File: src/rtl/bhp_pkg.sv
package bhp_pkg;
  typedef logic [1:0] ctr_t;
  localparam ctr_t CTR_SNT = 2'b00;
  localparam ctr_t CTR_WNT = 2'b01;
  localparam ctr_t CTR_WT  = 2'b10;
  localparam ctr_t CTR_ST  = 2'b11;
endpackage

File: src/rtl/bhp_index.sv
module bhp_index #(
  parameter int PC_W  = 32,
  parameter int IDX_W = 6
) (
  input  logic [PC_W-1:0]  pc,
  output logic [IDX_W-1:0] idx
);
  // word aligned: drop the two byte-offset bits, keep the next IDX_W
  assign idx = IDX_W'(pc >> 2);
endmodule

File: src/rtl/bhp_step.sv
module bhp_step
  import bhp_pkg::*;
(
  input  ctr_t cur,
  input  logic taken,
  output ctr_t nxt
);
  always_comb begin
    nxt = cur;
    if (taken) begin
      if (cur != CTR_ST) nxt = cur + 2'd1;
    end else begin
      if (cur != CTR_SNT) nxt = cur - 2'd1;
    end
  end
endmodule

File: src/rtl/bhp_bank.sv
module bhp_bank
  import bhp_pkg::*;
#(
  parameter int IDX_W = 6
) (
  input  logic             clk,
  input  logic             rst_n,
  input  logic [IDX_W-1:0] rd_a_idx,
  output ctr_t             rd_a,
  input  logic [IDX_W-1:0] rd_b_idx,
  output ctr_t             rd_b,
  input  logic             we,
  input  logic [IDX_W-1:0] w_idx,
  input  ctr_t             w_data
);
  localparam int DEPTH = 1 << IDX_W;

  ctr_t mem [DEPTH];

  always_ff @(posedge clk or negedge rst_n) begin
    if (!rst_n) begin
      for (int i = 0; i < DEPTH; i++) mem[i] <= CTR_WNT;
    end else if (we) begin
      mem[w_idx] <= w_data;
    end
  end

  assign rd_a = mem[rd_a_idx];
  assign rd_b = mem[rd_b_idx];

  generate
    for (genvar g = 0; g < DEPTH; g++) begin : g_chk
      // a slot that is not written keeps its value
      a_r9_hold: assert property (@(posedge clk) disable iff (!rst_n)
        !(we && w_idx == IDX_W'(g)) |=> $stable(mem[g]));
    end
  endgenerate
endmodule

File: src/rtl/bhp_predictor.sv
module bhp_predictor
  import bhp_pkg::*;
#(
  parameter int PC_W  = 32,
  parameter int IDX_W = 6
) (
  input  logic            clk,
  input  logic            rst_n,
  input  logic            lk_valid,
  output logic            lk_ready,
  input  logic [PC_W-1:0] lk_pc,
  output logic            lk_taken,
  input  logic            upd_valid,
  output logic            upd_ready,
  input  logic [PC_W-1:0] upd_pc,
  input  logic            upd_taken,
  output logic            upd_mispredict
);
  logic [IDX_W-1:0] lk_idx, upd_idx;
  ctr_t             lk_cur, upd_cur, upd_next;

  bhp_index #(.PC_W(PC_W), .IDX_W(IDX_W)) lk_ix_i  (.pc(lk_pc),  .idx(lk_idx));
  bhp_index #(.PC_W(PC_W), .IDX_W(IDX_W)) upd_ix_i (.pc(upd_pc), .idx(upd_idx));

  bhp_bank #(.IDX_W(IDX_W)) bank_i (
    .clk(clk), .rst_n(rst_n),
    .rd_a_idx(lk_idx), .rd_a(lk_cur),
    .rd_b_idx(upd_idx), .rd_b(upd_cur),
    .we(upd_valid), .w_idx(upd_idx), .w_data(upd_next)
  );

  bhp_step step_i (.cur(upd_cur), .taken(upd_taken), .nxt(upd_next));

  assign lk_ready       = 1'b1;
  assign upd_ready      = 1'b1;
  assign lk_taken       = lk_valid & lk_cur[1];
  assign upd_mispredict = upd_valid & (upd_cur[1] ^ upd_taken);

  a_r4_sat_hi: assert property (@(posedge clk) disable iff (!rst_n)
    (upd_valid && upd_taken && upd_cur == CTR_ST) |-> (upd_next == CTR_ST));
  a_r5_sat_lo: assert property (@(posedge clk) disable iff (!rst_n)
    (upd_valid && !upd_taken && upd_cur == CTR_SNT) |-> (upd_next == CTR_SNT));
  a_r10_hyst: assert property (@(posedge clk) disable iff (!rst_n)
    (upd_valid && upd_cur == CTR_ST) |-> upd_next[1]);
  a_r7_quiet: assert property (@(posedge clk) disable iff (!rst_n)
    !upd_valid |-> !upd_mispredict);
  a_r8_idle: assert property (@(posedge clk) disable iff (!rst_n)
    !lk_valid |-> !lk_taken);
endmodule

File: config.mk
export PLATFORM = sky130hd
export DESIGN_NAME = bhp_predictor
export DESIGN_NICKNAME = d
export VERILOG_FILES = /design/src/rtl/bhp_pkg.sv /design/src/rtl/bhp_index.sv /design/src/rtl/bhp_step.sv /design/src/rtl/bhp_bank.sv /design/src/rtl/bhp_predictor.sv
export SDC_FILE = /design/constraint.sdc
export NUM_CORES = 1
export LEC_CHECK = 0
export ABC_AREA = 1
export CORE_AREA = 2 2 127 129
export DETAILED_ROUTE_END_ITERATION = 8
export DIE_AREA = 0 0 129 131
export DONT_BUFFER_PORTS = 1
export HOLD_SLACK_MARGIN = 0.06
export PLACE_DENSITY_LB_ADDON = 0.3
export SLEW_MARGIN = 20
export SYNTH_ARGS = -nofsm -noshare
export SYNTH_HDL_FRONTEND = slang
export SYNTH_HIERARCHICAL = 1
export SYNTH_SLANG_ARGS = --single-unit
File: constraint.sdc
create_clock -name clk -period 2.8 [get_ports clk]
set_clock_uncertainty 0.2 [all_clocks]
set_input_delay 0.42 -clock clk [delete_from_list [all_inputs] [get_ports clk]]
set_output_delay 0.42 -clock clk [all_outputs]
set_load 0.02 [all_outputs]
* After elaboration in Yosys (flattened, before gate mapping) *
Cells that the tools add are included.

storage, ports and cells
  output and inout port bits = 4
  logic and storage cells = 89
  input bits = 69
  flip-flop bits (word level) = 128

operators by class
  multiplexer cells = 12
  order comparisons = 3
  equality and inequality tests = 1
  $add $sub $neg = 2
  bitwise logic cells = 5
  reductions and logical operators = 2

operator list
  kind                   count
  $bwmux W128            1
  $bmux W2 S6            2
  $mux W2                8
  $ge A7 B7 Y1 const B   2
  $not A6 Y7             2
  $demux W2 S6           1
  $lt A7 B1 Y1 const B   1
  $add A2 B1 Y2 const B  1
  $and A1 B1 Y1          2
  $ne A2 B2 Y1 const B   1
  $reduce_bool A2 Y1     1
  $sub A2 B1 Y2 const B  1
  $logic_and A1 B1 Y1    1
  $xor A1 B1 Y1          1

* Depth between registers and ports, before layout *
  depth after elaboration = 8
  depth in mapped cells = 17
  gate-level depth less buffers = 14

* Cells and area by module *
The synthesis kept the hierarchy.

by module, submodules not included
  module         sequential area each (µm²)  area each (µm²)  times used  cells an instance
  bhp_bank       3283.1                      7519.7           1           1101
  bhp_index      0.0                         45.0             2           6
  bhp_predictor  0.0                         41.3             1           9
  bhp_step       0.0                         25.0             1           6

* Worst setup path after synthesis *
No wires, ideal clock.

  path type = in2out
  start point = input port upd_pc[3]
  end point = output port upd_mispredict
  path slack = 165 ps
  required time = 2180 ps
  data arrival time = 2015 ps
  stages on the path = 14
  cells stage by stage = buf_4 clkbuf_1 inv_1 clkbuf_1 nand3_1 nand3_1 nand2_1 nand2_1 nand3_1 nand3_1 nand2_1 nand2_1 nand2_1 nor2_1

on the way
  word-level cells in the longest chain between the ends = 6

ends and longest elaborated chain
  what                                         line                 RTL
  from (decl)                                  bhp_predictor.sv:15  input logic [PC_W-1:0] upd_pc,
  $not A6 Y7 (not written as such)             bhp_bank.sv:29       assign rd_b = mem[rd_b_idx];
  $bmux W2 S6                                  bhp_bank.sv:29
  $mux W2 (not written as such) (2 in series)  bhp_bank.sv:29
  via upd_cur[1]                               bhp_predictor.sv:20  ctr_t lk_cur, upd_cur, upd_next;
  $xor A1 B1 Y1                                bhp_predictor.sv:37  assign upd_mispredict = upd_valid & (upd_cur[1] ^ upd_taken);
  $and A1 B1 Y1                                bhp_predictor.sv:37
  to (decl)                                    bhp_predictor.sv:17  output logic upd_mispredict

The timed path passes the listed nets, and every way through them passes these cells. The select of a mux whose other input is x is not followed.

* Final worst setup path *
  start point = register bank_i/mem[1] in the netlist's numbering
  end point = output port upd_mispredict

on the way
  word-level cells in the longest chain between the ends = 5

ends and longest elaborated chain
  what                                         line                 RTL
  from (decl)                                  bhp_bank.sv:18       ctr_t mem [DEPTH];
  from (signal, indexed assignment)            bhp_bank.sv:24       mem[w_idx] <= w_data;
  $bmux W2 S6                                  bhp_bank.sv:29
  $mux W2 (not written as such) (2 in series)  bhp_bank.sv:29
  via upd_cur[1]                               bhp_predictor.sv:20
  $xor A1 B1 Y1                                bhp_predictor.sv:37
  $and A1 B1 Y1                                bhp_predictor.sv:37

The timed path passes the listed nets, and every way through them passes these cells. The select of a mux whose other input is x is not followed.

==> run summary <==
The flow ran to the end, but the final reports show violations. The final reports fail on negative hold slack. The first routing iteration left 561 violations.

Detailed placement ended at an HPWL of 12.2 mm. STA classifies the critical path endpoint as a primary output. In this run the remaining antenna-violating nets after routing total 0. Summed over all layers, the global routing overflow is 0.

The largest net degree at the start of global routing was 129; the instance count of the mapped netlist was 993. The register with the most flip-flops in the layout has 128 of them. For this design, the CTS-stage hold fixing added 4 buffers. Across all register-to-register paths, the minimum setup slack is 0.56 ns. For the aggregate global-route resource usage, the log shows 25.8%. The die outline height came out at 131 µm.

The data arrival at the endpoint of the critical path is 2.05 ns. The design draws 5.58 mW. The logs give 1189 for the non-filler instance count after layout and 128 for the final count of hold timing violations.

The average cell area after synthesis came out at 7.15 µm². The post-route clock period utilization is 95.2%. The tightest min-delay check is of the input port to asynchronous set/reset pin type.

In this run the critical register-to-register path is captured at bank_i/mem[17]. The die outline width was 129 µm; the wire length of the first global-routing pass was 33.3 mm. Cell with the biggest individual delay on the critical path: dfrtp_1. In this run switching power makes up 27.9% of total power. Max-cap violations in this run came to 0. Of the total power, registers draw 44.0%. The share of total power dissipated in combinational logic is 14.6%.

The largest register by flop count was bank_i/mem. The tools report the max-slew violation total from the final report as 0. The number of setup buffers added after CTS is 0. The worst hold slack after final layout was -0.513 ns; the netlist area before placement was 0.00710 mm². TritonCTS built the clock tree. The final setup slack of the worst path was 0.134 ns; the clock transition at the registers of the reported paths was 0.06 ns.

In this run the power density over the cells is 708 mW/mm². The cell family contributing the most delay on the critical path was simple AND/OR/NAND/NOR gates. Across the VDD grid, the largest voltage drop is 0.476 mV.

In this run the clock root is driven by a clkbuf_16. Of all nets on the critical path, the largest fanout is 5. The total DRC errors in the routed layout is 0. The number of setup violations in the final report is 0, and the total die area is 0.0169 mm².

The number of I/O port buffers was 0; the total internal power was 4.02 mW. For the setup slack after placement, the log shows 0.252 ns. The number of antenna diodes in the final layout is 0. In this run the tightest slew margin relative to its limit is 48.6%. For the weighted congestion reported at the end of routability-driven placement, the log shows 0.879.

The logs give 0 ns for the final-layout setup total negative slack and 2.18 ns for the data required time at the worst endpoint. The layout overhead on the synthesized area was 10.9%; the clock share of power was 41.4%. The clock passes through at most 2 buffers. The initial antenna violation count was 0; the detailed-route wire length per cell was 17.2 µm. Counting buffers and inverters, the worst setup path is 12 cells deep. The transition time at the pin with the least slew margin works out to 0.765 ns. Counting I/O delays and the setup requirement, the final critical path takes 2.67 ns. Timing would allow up to 375 MHz.

After clock tree synthesis, the repair step resized 0 gates. The number of standard-cell rows in the floorplan is 46. Setup repair after global routing left no endpoint under its margin. The vias after detailed routing was 6493; the placeable core area was 0.0156 mm².

The switching power was 1.56 mW. Once the floorplan was initialized, standard cells occupied 45.5% of the core. Critical path buffer and inverter count: 1. The largest registers in the layout are bank_i/mem x128.

For the worst-skew pair, the clock arrives at the later sink with an insertion delay of 0.43 ns. For the number of warnings printed during yosys synthesis, the log shows 6. The library cell used most frequently in the layout, excluding fill and tap cells, is nand2_1.

Startpoint of the worst register-to-register path: bank_i/mem[1]. Counting stages on the worst path, the most repeated cell is nand2_1. After detailed placement, the design holds a cell count of 1153. The fraction of layout instances using a drive strength above 1 was 13.3%.

Via count of the first global-routing pass: 6039. Count of nets after finishing: 1029. The count of pins on the block boundary is 73, and the maximum level of the CTS H-tree is 4. The critical path is of the register to primary output type.

In the layout the commonest cells are nand2_1 (408), nand3_1 (162), o21ai_0 (87), dfstp_2 (64), dfrtp_1 (64). The pre-antenna-repair detailed-routing pass consisted of 5 iterations. The count of cells along the worst register-to-register path was 13. For this block, the routed nets add up to 20.4 mm of wire.

The number of clock buffers added by TritonCTS is 17. Using the TritonRoute via totals, the vias-per-cell ratio works out to 5.46. The clock net in this run drives a total of 128 sinks. In this design, the stage delay of the slowest critical-path cell is 0.40 ns. Walking the worst path, the cells encountered are nand2_1, nand3_1, nand3_1, nand2_1, nand2_1, nand3_1, nand3_1, nand2_1, nand2_1, nand2_1, nor2_1, buf_4. For the leakage power summed over all cells, the log shows 3.27 nW. STA classifies the critical path startpoint as a register.
[layer usage]
layer  vias up  GRT usage, %  routed length, µm
li1       3167             -                  -
met1      3031          35.5               9010
met2       263          40.7               9390
met3        32          5.29               1560
met4         0          9.21                469
met5         -             0                  0
[how the worst max path moves through the flow]
stage	slack (ns)	endpoint	startpoint
6_report	0.13	upd_mispredict	bank_i/mem[1]
3_3_place_gp	0.26	upd_mispredict	upd_pc[2]
5_1_grt	0.02	upd_mispredict	bank_i/mem[17]
4_1_cts	0.18	upd_mispredict	bank_i/mem[17]
2_1_floorplan	0.17	upd_mispredict	upd_pc[3]
3_5_place_dp	0.25	bank_i/mem[78]	upd_pc[2]
[per-stage QoR]
step,hold WS (ns),util [%],cell area (µm²)
finish,-0.513,50.5,7880
detailed placement,-0.0722,46.3,7220
global route,-0.524,50.5,7880
floorplan,-0.0756,-,7110
CTS,-0.522,50.5,7880
global placement,-0.0724,46.3,7220
[worst reg2reg max path, cell delays in order (launching register included)]
cell and delay (ns):
dfrtp_1 0.40, nand2_1 0.07, nand3_1 0.09, nand3_1 0.13
nand2_1 0.07, nand2_1 0.06, nand3_1 0.08, nand3_1 0.12
nand2_1 0.13, o21ai_1 0.16, nand2_1 0.06, clkinv_1 0.07
buf_12 0.26, o21ai_0 0.22
[power by group through the flow]
stage / sequential (mW) / combinational (mW) / clock [mW]
floorplan: 2.42 / 0.675 / 0
global placement: 2.47 / 0.784 / 0
detailed placement: 2.47 / 0.806 / 0
CTS: 2.45 / 0.816 / 2.32
global route: 2.50 / 0.944 / 2.40
finish: 2.45 / 0.815 / 2.31
[cell type report]
cell class | instances | area [µm²]
clock buffers | 19 | 453
well taps | 216 | 270
fillers | 1512 | 7720
inverters | 29 | 111
flip-flops and latches | 128 | 3280
multi-input cells | 762 | 3370
clock inverters | 13 | 163
repair buffers | 22 | 225
No activity file was read; power rests on OpenSTA's default activity.
